[config.mk]
export PLATFORM = sky130hd
export DESIGN_NAME = gather_load
export DESIGN_NICKNAME = d
export VERILOG_FILES = /design/src/rtl/gather_load_pkg.sv /design/src/rtl/gather_load_ctrl.sv /design/src/rtl/gather_load_dp.sv /design/src/rtl/gather_load.sv
export SDC_FILE = /design/constraint.sdc
export NUM_CORES = 1
export LEC_CHECK = 0
export BUFFER_PORTS_ARGS = -buffer_cell sky130_fd_sc_hd__buf_2
export CAP_MARGIN = 20
export CORE_UTILIZATION = 50
export DETAILED_ROUTE_END_ITERATION = 7
export HOLD_SLACK_MARGIN = 0.15
export PLACE_DENSITY = 0.82
export SYNTH_ARGS = -nofsm -noshare
export SYNTH_HDL_FRONTEND = slang
export SYNTH_SLANG_ARGS = --single-unit
export TNS_END_PERCENT = 5
[constraint.sdc]
create_clock -name clk -period 13 [get_ports clk]
set_input_delay 1.95 -clock clk [delete_from_list [all_inputs] [get_ports clk]]
set_output_delay 1.95 -clock clk [all_outputs]
set_load 0.02 [all_outputs]
[src/rtl/gather_load_pkg.sv]
package gather_load_pkg;

  localparam int RSP_BITS = 64;
  localparam int REG_BITS = 32;

  typedef enum logic [2:0] {
    ET_U8  = 3'd0,
    ET_I8  = 3'd1,
    ET_U16 = 3'd2,
    ET_I16 = 3'd3,
    ET_U32 = 3'd4,
    ET_I32 = 3'd5,
    ET_F32 = 3'd6,
    ET_U64 = 3'd7
  } elemType_e;

  // Control-to-datapath strobes, all qualified in the same cycle.
  typedef struct packed {
    logic loadCfg;   // capture operand fields
    logic issue;     // one read request leaves this cycle
    logic stepOuter; // the request just issued closes an inner row
    logic write;     // register write port active
    logic writeHi;   // this write carries the upper half of a u64
    logic pop;       // head of response queue retires
  } strobes_t;

  function automatic logic [1:0] sizeLog2(elemType_e t);
    case (t)
      ET_U8, ET_I8:   return 2'd0;
      ET_U16, ET_I16: return 2'd1;
      ET_U64:         return 2'd3;
      default:        return 2'd2;
    endcase
  endfunction

  function automatic logic [REG_BITS-1:0] widenElem(elemType_e t, logic [RSP_BITS-1:0] raw,
                                                    logic hiHalf);
    case (t)
      ET_U8:   return {24'd0, raw[7:0]};
      ET_I8:   return {{24{raw[7]}}, raw[7:0]};
      ET_U16:  return {16'd0, raw[15:0]};
      ET_I16:  return {{16{raw[15]}}, raw[15:0]};
      ET_U64:  return hiHalf ? raw[63:32] : raw[31:0];
      default: return raw[31:0];
    endcase
  endfunction

endpackage

[src/rtl/gather_load_ctrl.sv]
module gather_load_ctrl
  import gather_load_pkg::*;
#(
  parameter int MAX_ELEM = 32,
  parameter int MAX_OUT  = 4,
  parameter int CNT_W    = $clog2(MAX_ELEM + 1),
  parameter int IDX_W    = $clog2(MAX_ELEM)
) (
  input  logic             clk,
  input  logic             rstN,
  input  logic             start,
  input  elemType_e        elemType,
  input  logic [CNT_W-1:0] cnt0,
  input  logic [CNT_W-1:0] cnt1,
  input  logic             fifoEmpty,
  output strobes_t         strobes,
  output logic [IDX_W-1:0] elemIdx,
  output logic             busy,
  output logic             done
);

  localparam int TOT_W = 2 * CNT_W;

  typedef enum logic [1:0] {S_IDLE, S_RUN, S_DONE} state_e;

  state_e           state;
  logic [CNT_W-1:0] cnt0Q;
  logic [CNT_W-1:0] innerIdx;
  logic [TOT_W-1:0] total;
  logic [TOT_W-1:0] issued;
  logic [TOT_W-1:0] retired;
  logic [TOT_W-1:0] inflight;
  logic             wideQ;
  logic             hiPhase;
  logic             lastPop;

  assign inflight = issued - retired;

  always_comb begin
    strobes           = '0;
    strobes.loadCfg   = (state == S_IDLE) && start;
    strobes.issue     = (state == S_RUN) && (issued < total) && (inflight < TOT_W'(MAX_OUT));
    strobes.stepOuter = strobes.issue && (innerIdx == cnt0Q - CNT_W'(1));
    strobes.write     = (state == S_RUN) && !fifoEmpty;
    strobes.writeHi   = strobes.write && wideQ && hiPhase;
    strobes.pop       = strobes.write && (!wideQ || hiPhase);
  end

  assign lastPop = strobes.pop && (retired == total - TOT_W'(1));
  assign elemIdx = retired[IDX_W-1:0];
  assign busy    = (state == S_RUN);
  assign done    = (state == S_DONE);

  always_ff @(posedge clk or negedge rstN) begin
    if (!rstN) begin
      state    <= S_IDLE;
      cnt0Q    <= '0;
      innerIdx <= '0;
      total    <= '0;
      issued   <= '0;
      retired  <= '0;
      wideQ    <= 1'b0;
      hiPhase  <= 1'b0;
    end else begin
      case (state)
        S_IDLE: begin
          if (strobes.loadCfg) begin
            cnt0Q    <= cnt0;
            total    <= TOT_W'(cnt0) * TOT_W'(cnt1);
            innerIdx <= '0;
            issued   <= '0;
            retired  <= '0;
            wideQ    <= (elemType == ET_U64);
            hiPhase  <= 1'b0;
            state    <= S_RUN;
          end
        end
        S_RUN: begin
          if (strobes.issue) begin
            issued   <= issued + TOT_W'(1);
            innerIdx <= strobes.stepOuter ? '0 : innerIdx + CNT_W'(1);
          end
          if (strobes.write) hiPhase <= wideQ && !hiPhase;
          if (strobes.pop) retired <= retired + TOT_W'(1);
          if (lastPop) state <= S_DONE;
        end
        default: state <= S_IDLE;
      endcase
    end
  end


  inflight_bound_chk: assert property (@(posedge clk) disable iff (!rstN)
    inflight <= TOT_W'(MAX_OUT));


  hi_after_lo_chk: assert property (@(posedge clk) disable iff (!rstN)
    strobes.writeHi |-> ($past(strobes.write) && !$past(strobes.writeHi)));


  retire_order_chk: assert property (@(posedge clk) disable iff (!rstN)
    (strobes.pop && !lastPop) |=> (elemIdx == IDX_W'($past(elemIdx) + IDX_W'(1))));


  done_after_last_chk: assert property (@(posedge clk) disable iff (!rstN)
    done |-> ($past(strobes.pop) && !busy));

endmodule

[src/rtl/gather_load_dp.sv]
module gather_load_dp
  import gather_load_pkg::*;
#(
  parameter int MAX_ELEM = 32,
  parameter int MAX_OUT  = 4,
  parameter int ADDR_W   = 64,
  parameter int WIN_W    = 24,
  parameter int STRIDE_W = 32,
  parameter int REG_W    = 8,
  parameter int IDX_W    = $clog2(MAX_ELEM)
) (
  input  logic                  clk,
  input  logic                  rstN,
  input  strobes_t              strobes,
  input  logic [IDX_W-1:0]      elemIdx,
  input  elemType_e             elemType,
  input  logic [STRIDE_W-1:0]   stride0,
  input  logic [STRIDE_W-1:0]   stride1,
  input  logic [ADDR_W-1:0]     baseAddr,
  input  logic [8*MAX_ELEM-1:0] regList,
  input  logic                  memRspValid,
  input  logic [RSP_BITS-1:0]   memRspData,
  output logic [ADDR_W-1:0]     memReqAddr,
  output logic [1:0]            memReqSize,
  output logic                  fifoEmpty,
  output logic                  rfWe,
  output logic [REG_W-1:0]      rfAddr,
  output logic [REG_BITS-1:0]   rfData
);

  localparam int HI_W  = ADDR_W - WIN_W;
  localparam int PTR_W = (MAX_OUT > 1) ? $clog2(MAX_OUT) : 1;
  localparam int FCT_W = $clog2(MAX_OUT + 1);

  // ---------------- operand capture and address walk ----------------
  elemType_e             typeQ;
  logic [8*MAX_ELEM-1:0] regListQ;
  logic [HI_W-1:0]       winHi;
  logic [WIN_W-1:0]      rowOff;
  logic [WIN_W-1:0]      curOff;
  logic [WIN_W-1:0]      step0;
  logic [WIN_W-1:0]      step1;
  logic [ADDR_W-1:0]     s0Ext;
  logic [ADDR_W-1:0]     s1Ext;
  logic [1:0]            lgIn;

  assign s0Ext = {{(ADDR_W-STRIDE_W){stride0[STRIDE_W-1]}}, stride0};
  assign s1Ext = {{(ADDR_W-STRIDE_W){stride1[STRIDE_W-1]}}, stride1};
  assign lgIn  = sizeLog2(elemType);

  always_ff @(posedge clk or negedge rstN) begin
    if (!rstN) begin
      typeQ    <= ET_U8;
      regListQ <= '0;
      winHi    <= '0;
      rowOff   <= '0;
      curOff   <= '0;
      step0    <= '0;
      step1    <= '0;
    end else if (strobes.loadCfg) begin
      typeQ    <= elemType;
      regListQ <= regList;
      winHi    <= baseAddr[ADDR_W-1:WIN_W];
      rowOff   <= baseAddr[WIN_W-1:0];
      curOff   <= baseAddr[WIN_W-1:0];
      step0    <= WIN_W'(s0Ext << lgIn);
      step1    <= WIN_W'(s1Ext << lgIn);
    end else if (strobes.issue) begin
      if (strobes.stepOuter) begin
        rowOff <= rowOff + step1;
        curOff <= rowOff + step1;
      end else begin
        curOff <= curOff + step0;
      end
    end
  end

  assign memReqAddr = {winHi, curOff};
  assign memReqSize = sizeLog2(typeQ);

  // ---------------- in-order response queue ----------------
  logic [RSP_BITS-1:0] fifoMem [MAX_OUT];
  logic [PTR_W-1:0]    wrPtr;
  logic [PTR_W-1:0]    rdPtr;
  logic [FCT_W-1:0]    fifoCnt;

  assign fifoEmpty = (fifoCnt == '0);

  always_ff @(posedge clk) begin
    if (memRspValid) fifoMem[wrPtr] <= memRspData;
  end

  always_ff @(posedge clk or negedge rstN) begin
    if (!rstN) begin
      wrPtr   <= '0;
      rdPtr   <= '0;
      fifoCnt <= '0;
    end else begin
      if (memRspValid) wrPtr <= (wrPtr == PTR_W'(MAX_OUT - 1)) ? '0 : wrPtr + PTR_W'(1);
      if (strobes.pop) rdPtr <= (rdPtr == PTR_W'(MAX_OUT - 1)) ? '0 : rdPtr + PTR_W'(1);
      case ({memRspValid, strobes.pop})
        2'b10:   fifoCnt <= fifoCnt + FCT_W'(1);
        2'b01:   fifoCnt <= fifoCnt - FCT_W'(1);
        default: fifoCnt <= fifoCnt;
      endcase
    end
  end

  // ---------------- register write port ----------------
  logic [REG_W-1:0] regSel;

  assign regSel = regListQ[{elemIdx, 3'b000} +: REG_W];
  assign rfWe   = strobes.write;
  assign rfAddr = strobes.writeHi ? {regSel[REG_W-1:1], 1'b1} : regSel;
  assign rfData = widenElem(typeQ, fifoMem[rdPtr], strobes.writeHi);


  rsp_room_chk: assert property (@(posedge clk) disable iff (!rstN)
    memRspValid |-> ((fifoCnt < FCT_W'(MAX_OUT)) || strobes.pop));


  window_hold_chk: assert property (@(posedge clk) disable iff (!rstN)
    (strobes.issue && $past(strobes.issue)) |->
      (memReqAddr[ADDR_W-1:WIN_W] == $past(memReqAddr[ADDR_W-1:WIN_W])));


  sign_fill_chk: assert property (@(posedge clk) disable iff (!rstN)
    (rfWe && typeQ == ET_I8) |-> (rfData[31:8] == {24{rfData[7]}}));

endmodule

[src/rtl/gather_load.sv]
module gather_load
  import gather_load_pkg::*;
#(
  parameter int MAX_ELEM = 32,
  parameter int MAX_OUT  = 4,
  parameter int ADDR_W   = 64,
  parameter int WIN_W    = 24,
  parameter int STRIDE_W = 32,
  parameter int REG_W    = 8,
  parameter int CNT_W    = $clog2(MAX_ELEM + 1)
) (
  input  logic                  clk,
  input  logic                  rstN,
  input  logic                  start,
  input  logic [2:0]            elemType,
  input  logic [CNT_W-1:0]      cnt0,
  input  logic [CNT_W-1:0]      cnt1,
  input  logic [STRIDE_W-1:0]   stride0,
  input  logic [STRIDE_W-1:0]   stride1,
  input  logic [ADDR_W-1:0]     baseAddr,
  input  logic [8*MAX_ELEM-1:0] regList,
  output logic                  memReqValid,
  output logic [ADDR_W-1:0]     memReqAddr,
  output logic [1:0]            memReqSize,
  input  logic                  memRspValid,
  input  logic [63:0]           memRspData,
  output logic                  rfWe,
  output logic [REG_W-1:0]      rfAddr,
  output logic [31:0]           rfData,
  output logic                  busy,
  output logic                  done
);

  localparam int IDX_W = $clog2(MAX_ELEM);

  strobes_t         strobes;
  logic [IDX_W-1:0] elemIdx;
  logic             fifoEmpty;
  elemType_e        typeIn;

  assign typeIn      = elemType_e'(elemType);
  assign memReqValid = strobes.issue;

  gather_load_ctrl #(
    .MAX_ELEM(MAX_ELEM), .MAX_OUT(MAX_OUT), .CNT_W(CNT_W), .IDX_W(IDX_W)
  ) u_ctrl (
    .clk(clk), .rstN(rstN), .start(start), .elemType(typeIn),
    .cnt0(cnt0), .cnt1(cnt1), .fifoEmpty(fifoEmpty),
    .strobes(strobes), .elemIdx(elemIdx), .busy(busy), .done(done)
  );

  gather_load_dp #(
    .MAX_ELEM(MAX_ELEM), .MAX_OUT(MAX_OUT), .ADDR_W(ADDR_W), .WIN_W(WIN_W),
    .STRIDE_W(STRIDE_W), .REG_W(REG_W), .IDX_W(IDX_W)
  ) u_dp (
    .clk(clk), .rstN(rstN), .strobes(strobes), .elemIdx(elemIdx), .elemType(typeIn),
    .stride0(stride0), .stride1(stride1), .baseAddr(baseAddr), .regList(regList),
    .memRspValid(memRspValid), .memRspData(memRspData),
    .memReqAddr(memReqAddr), .memReqSize(memReqSize), .fifoEmpty(fifoEmpty),
    .rfWe(rfWe), .rfAddr(rfAddr), .rfData(rfData)
  );

endmodule

# Yosys cells after proc, flatten, opt, wreduce, memory -nomap -nowiden
# Memory sizes are Yosys's and may differ from the RTL's.
# Index checks and enable logic that the tools add are counted.
op_classes:
  addsub: 12
  multipliers: 1
  magnitude_cmp: 2
  n_eq_ne: 21
  shifts: 3
  mux: 31
  n_reduce_logical: 32
ops:
  columns: ["op", "count"]
  rows:
  - ["$shiftx 256x9->8", 1]
  - ["$pmux 32 s5", 1]
  - ["$mux 24", 6]
  - ["$shl 64x2->24", 2]
  - ["$add 24x24->24", 2]
  - ["$pmux 12 s2", 2]
  - ["$mux 12", 3]
  - ["$mux 32", 1]
  - ["$add 12x1->12 const B", 2]
  - ["$mux 6", 3]
  - ["$eq 12x12->1", 1]
  - ["$eq 3x2->1 const B", 4]
  - ["$lt 12x12->1", 1]
  - ["$lt 12x3->1 const B", 1]
  - ["$mul 6x6->12", 1]
  - ["$pmux 2 s3", 2]
  - ["$pmux 6 s2", 1]
  - ["$sub 12x1->12 const B", 1]
  - ["$sub 12x12->12", 1]
  - ["$logic_and 1x1->1", 10]
  - ["$logic_not 3->1", 3]
  - ["$reduce_and 3->1", 3]
  - ["$eq 2x2->1 const B", 4]
  - ["$mux 2", 4]
  - ["21 further kinds", 42]
totals:
  reg_bits: 454
  ram_bits: 256
  in_bits: 467
  elab_cells: 121
  memories: 1
memory_table:
  columns: ["name", "words", "word_bits", "read_ports", "rd_clocked_by_memory_dff", "write_ports", "line_no", "rtl"]
  rows:
  - ["u_dp.fifoMem", 4, 64, 1, 0, 1, "gather_load_dp.sv:82", "logic [RSP_BITS-1:0] fifoMem [MAX_OUT];"]

# Logic depth before layout (Yosys ltp)
depth:
  depth_word: 7
  mapped_depth: 16
  mapped_depth_nobuf: 16

# Cells and area by module
# A second synthesis with hierarchy kept.
unflattened:
  cells_unflattened: 2566
  hier_area_um2: 35236.3
modules_own_cells:
  columns: ["module", "instances", "cells_per_inst", "area_per_inst_um2", "seq_area_each_um2"]
  rows:
  - ["gather_load_dp", 1, 1983, 30306.6, 17747.0]
  - ["gather_load_ctrl", 1, 583, 4929.7, 1301.2]

# Worst setup path after synthesis
# Ideal clock, no wire load.
synth_timing:
  path_type: "in2reg"
  startpoint: "input port cnt1[0]"
  endpoint: "register u_ctrl.total[11]"
  setup_time_ns: 0.134
  t_arrival_ns: 5.169
  required_ns: 12.866
  setup_slack_ns: 7.697
  stages: 16
  n_path_buf: 0
  path_cell_list: "and2_1 -> fa_1 -> inv_1 -> fa_1 -> fa_1 -> inv_1 -> ha_1 -> nor2b_1 -> o21ai_0 -> a21boi_0 -> o21ai_0 -> nand2b_1 -> a21o_1 -> a21oi_1 -> xor2_1 -> o21ai_0"
synth_via:
  elab_chain_cells: 1
synth_rtl:
  columns: ["item", "line_no", "rtl"]
  rows:
  - ["start, declared", "gather_load.sv:17", "input logic [CNT_W-1:0] cnt1,"]
  - ["$mul 6x6->12", "gather_load_ctrl.sv:69", "total <= TOT_W'(cnt0) * TOT_W'(cnt1);"]
  - ["end signal, assigned", "gather_load_ctrl.sv:69", null]
  - ["end, declared", "gather_load_ctrl.sv:29", "logic [TOT_W-1:0] total;"]
# Every way passes these cells.
# A chain may end at the register's enable or synchronous reset.

# Worst setup path after layout
layout_timing:
  startpoint: "register u_ctrl.retired[0]"
  endpoint: "output port rfAddr[0]"
layout_via:
  elab_chain_cells: 2
layout_rtl:
  columns: ["item", "line_no", "rtl"]
  rows:
  - ["start, declared", "gather_load_ctrl.sv:31", "logic [TOT_W-1:0] retired;"]
  - ["start signal, assigned", "gather_load_ctrl.sv:84", "if (strobes.pop) retired <= retired + TOT_W'(1);"]
  - ["$shiftx 256x9->8", "gather_load_dp.sv:112", "assign regSel = regListQ[{elemIdx, 3'b000} +: REG_W];"]
  - ["$mux 1", "gather_load_dp.sv:114", "assign rfAddr = strobes.writeHi ? {regSel[REG_W-1:1], 1'b1} : regSel;"]
  - ["end, declared", "gather_load.sv:28", "output logic [REG_W-1:0] rfAddr,"]
# Every way passes these cells.

==> results_dict.tcl <==
set metrics [dict create \
    most_frequent_cell_on_the_critical_path "mux4_2" \
    detail_route.vias_per_cell 5.637 \
    cts-root-buf "clkbuf_16" \
    ys_dominant_reg_cell "dfrtp_1" \
    num_vias 27154 \
    detailedRoute.firstPassIterationCount 6 \
    critical-path-slowest-cell "buf_4" \
    data_required_time_at_the_worst_endpoint_ps 11050 \
    max-slew-margin-rel_pct 6.654 \
    pwr-share-seq_pct 36.2 \
    layout_min_cycle_time_ps 5837 \
    grt_first_pass_wirelength_um 147400 \
    total_placed_instance_area_um2 38650 \
    cts_tree "yes" \
    power_switching_share_pct 38.38 \
    critical_path.cell_chain "buf_4 -> mux4_2 -> mux4_2 -> nand2_1 -> nand3_1 -> buf_2" \
    synth-warning-count 0 \
    r2r_path_end "u_dp.curOff[2]" \
    cts.sinks 710 \
    comb_power_share_pct 42.0 \
    cellPowerDensity_nw_per_um2 244.5 \
    first_global_vias 27029 \
    synth-seq-area-share_pct 54.39 \
    crit_arrival_ps 3890 \
    grt_max_degree 236 \
    die_w_um 266.7 \
    synthesis.nets 3851 \
    number_of_buffers_inserted_to_repair_setup_after_cts 0 \
    synthArstFlopShare_pct 63.94 \
    critical_path_buf_inv_count 2 \
    worstHoldStart "u_dp.winHi[36]" \
    die_area_um2 71110 \
    total_power_mw 10.12 \
    floorplan.die.height_um 266.7 \
    path_class "reg2out" \
    final_layout_size_suffix_gt1_share_pct 23.50 \
    share_of_the_synthesized_area_in_compound_gates_ao_oa_aoi_oai_pct 6.470 \
    clock_transition_at_path_regs_ps 60 \
    areaGrowthSynthToFinish_pct 18.15 \
    ios 577 \
    avgRoutedWirePerCell_um 19.78 \
    timing.max_cap.violations 0 \
    final.setup_skew_ps 45.83 \
    cts_made_buffers 78 \
    antenna_left 0 \
    netSwitchingPower_mw 3.883 \
    r2r_setup_slack_ps 7900 \
    worst_path_dominant_cell_family "multiplexers" \
    syn_area_um2 35020 \
    grt_antenna_before_repair 54 \
    worstSetupEndpointType "output port" \
    remaining_drc_errors 0 \
    postSynthRegisterBits 710 \
    core_region_area_um2 68950 \
    core.rowCount 96 \
    final_hold_viol_count 0 \
    cts-resized-gates 0 \
    synth_simple_gate_area_share_pct 17.57 \
    most_common_cell_after_layout_fill_and_taps_aside "nand2_1" \
    holdPathStages 2 \
    number_of_design_rule_violations_left_by_the_first_detailed_router_iteration 2469 \
    gr-total-overflow 0 \
    rr_worst_depth 12 \
    layout.nets 4354 \
    detailedPlacementHpwl_um 63520 \
    rsz_0062_raised_after_global_routing "false" \
    synthXorXnorAreaFrac_pct 2.565 \
    worst_vdd_drop_uv 192.5 \
    grtUsageTotal_pct 26.70 \
    cts.hold.buffers_added 0 \
    port_buffers 560 \
    status "complete, no violations" \
    cellLeakagePower_nw 19.25 \
    post_synth.cell_area_avg_um2 10.72 \
    syn_inst 3266 \
    layout_common_cells "nand2_1 (1179), buf_2 (559), dfrtp_1 (450)" \
    clock_insertion_delay_worst_skew_ps 640 \
    cpPeakStageDelay_ps 810 \
    startpoint "u_ctrl.retired[0]" \
    synth.distinct_cells 77 \
    regToRegStartpoint "u_ctrl.retired[4]" \
    yosys.area_share.adder_pct 4.644 \
    globalplace.congestion 0.9139 \
    combinational_family_with_the_most_area_after_synthesis "simple AND/OR/NAND/NOR gates" \
    timing.fmax_ghz 0.1713 \
    ctsHtreeMaxLevel 3 \
    initial_utilization_pct 50.80 \
    clockPowerShare_pct 21.7 \
    intPower_mw 6.234 \
    critical_path.startpoint_type "register" \
    fin_tns_setup_ps 0 \
    design_area_um2 41380 \
    min_path_type "reg2reg" \
    detail_route.wirelength_um 95300 \
    worstPathMaxFanout 46 \
    report.final.slew_viol_count 0 \
    post-route-period-util_pct 44.90 \
    hold-path-endpoint "u_dp.winHi[36]" \
    muxShareOfSynthArea_pct 11.77 \
    setup_viol_count_final 0 \
    synth_enable_flop_cells 256 \
    clk_path_buf_depth 3 \
    worst_margin_slew_ps 1400 \
]
[per-layer routing]
layer  part of all wire (%)  global-route usage, %  vias to the layer above
met1                     40                  34.20                    13389
met2                     49                  43.05                     1124
li1                       -                      -                    12371
met4                    4.8                  14.60                        0
met3                    7.1                  5.000                      270
met5                      0                      0                        -
[cells by family (layout without fill, tap and decap cells)]
family	count (synthesis)	in the layout
buf+inv	239	803
flops	710	710
compound gates	364	364
xor+xnor	101	101
fa+ha+maj	118	118
simple gates	1505	1505
mux	229	229
other cells	0	56
[state kept, by name (all words and copies together), names as in the netlist, 24 cells and up]
signal,count
u_dp.fifoMem,256
u_dp.rowOff,24
u_dp.winHi,40
u_dp.curOff,24
u_dp.regListQ,256
u_dp.step1,24
u_dp.step0,24
[worst max path at each step]
stage / depth (start not counted) / endpoint
6_report: 6 / rfAddr[0]
5_1_grt: 6 / rfAddr[0]
4_1_cts: 6 / rfAddr[0]
3_5_place_dp: 17 / u_ctrl.total[11]
3_3_place_gp: 17 / u_ctrl.total[11]
2_1_floorplan: 16 / u_ctrl.total[11]
[cells in the mapped netlist, types with 20 or more instances]
library cell,n,share of area (%)
a21oi_1,82,1.2
a31oi_1,25,0.45
and2_1,39,0.70
buf_1,26,0.28
clkbuf_1,134,1.4
dfrtp_1,454,32
edfxtp_1,256,22
fa_1,20,1.1
ha_1,98,3.5
inv_1,72,0.77
mux2_2,23,0.74
mux2i_1,62,1.8
mux4_2,144,9.3
nand2_1,1179,13
nand3_1,54,0.77
nand4_1,20,0.36
nor2_1,103,1.1
nor3_1,32,0.46
o21ai_0,120,1.7
xnor2_1,67,1.7
xor2_1,33,0.83
[final cells by class]
cell class	instances	area, µm²
fillers	5527	27570
flip-flops and latches	710	19060
multi-input cells	2317	15090
repair buffers	588	3068
clock buffers	108	2165
well taps	931	1165
clock inverters	33	415.4
inverters	74	277.8
diodes	56	140.1
[worst reg2reg max path: stages (launching register included)]
cell	delay (ps)
dfrtp_1	650
inv_1	420
ha_1	370
a21oi_1	230
o21bai_1	150
a21o_1	220
o2111ai_1	170
nand3_1	200
or4b_1	850
buf_4	330
nor2_2	840
a22oi_1	350
a31oi_1	250
[power by group through the flow]
stage               Sequential [mW]  Clock [mW]  Combinational [mW]
floorplan                      3.56           0                3.08
global placement               3.63           0                4.09
detailed placement             3.67           0                4.21
CTS                            3.65        2.23                4.25
global route                   3.74        2.32                4.69
finish                         3.66        2.20                4.25
[stage by stage]
stage | cells | utilization (%) | hold slack, ps | setup slack (ps)
final | 4817 | 60.02 | 470.0 | 7163
after global routing | 4812 | 60.00 | 486.4 | 6897
after CTS | 4760 | 59.79 | 471.1 | 7056
after detailed placement | 4619 | 56.05 | 457.5 | 7288
after global placement | 4619 | 56.05 | 451.7 | 7327
after floorplan | 3266 | - | 440.3 | 7697
No activity file was read; power rests on OpenSTA's default activity.
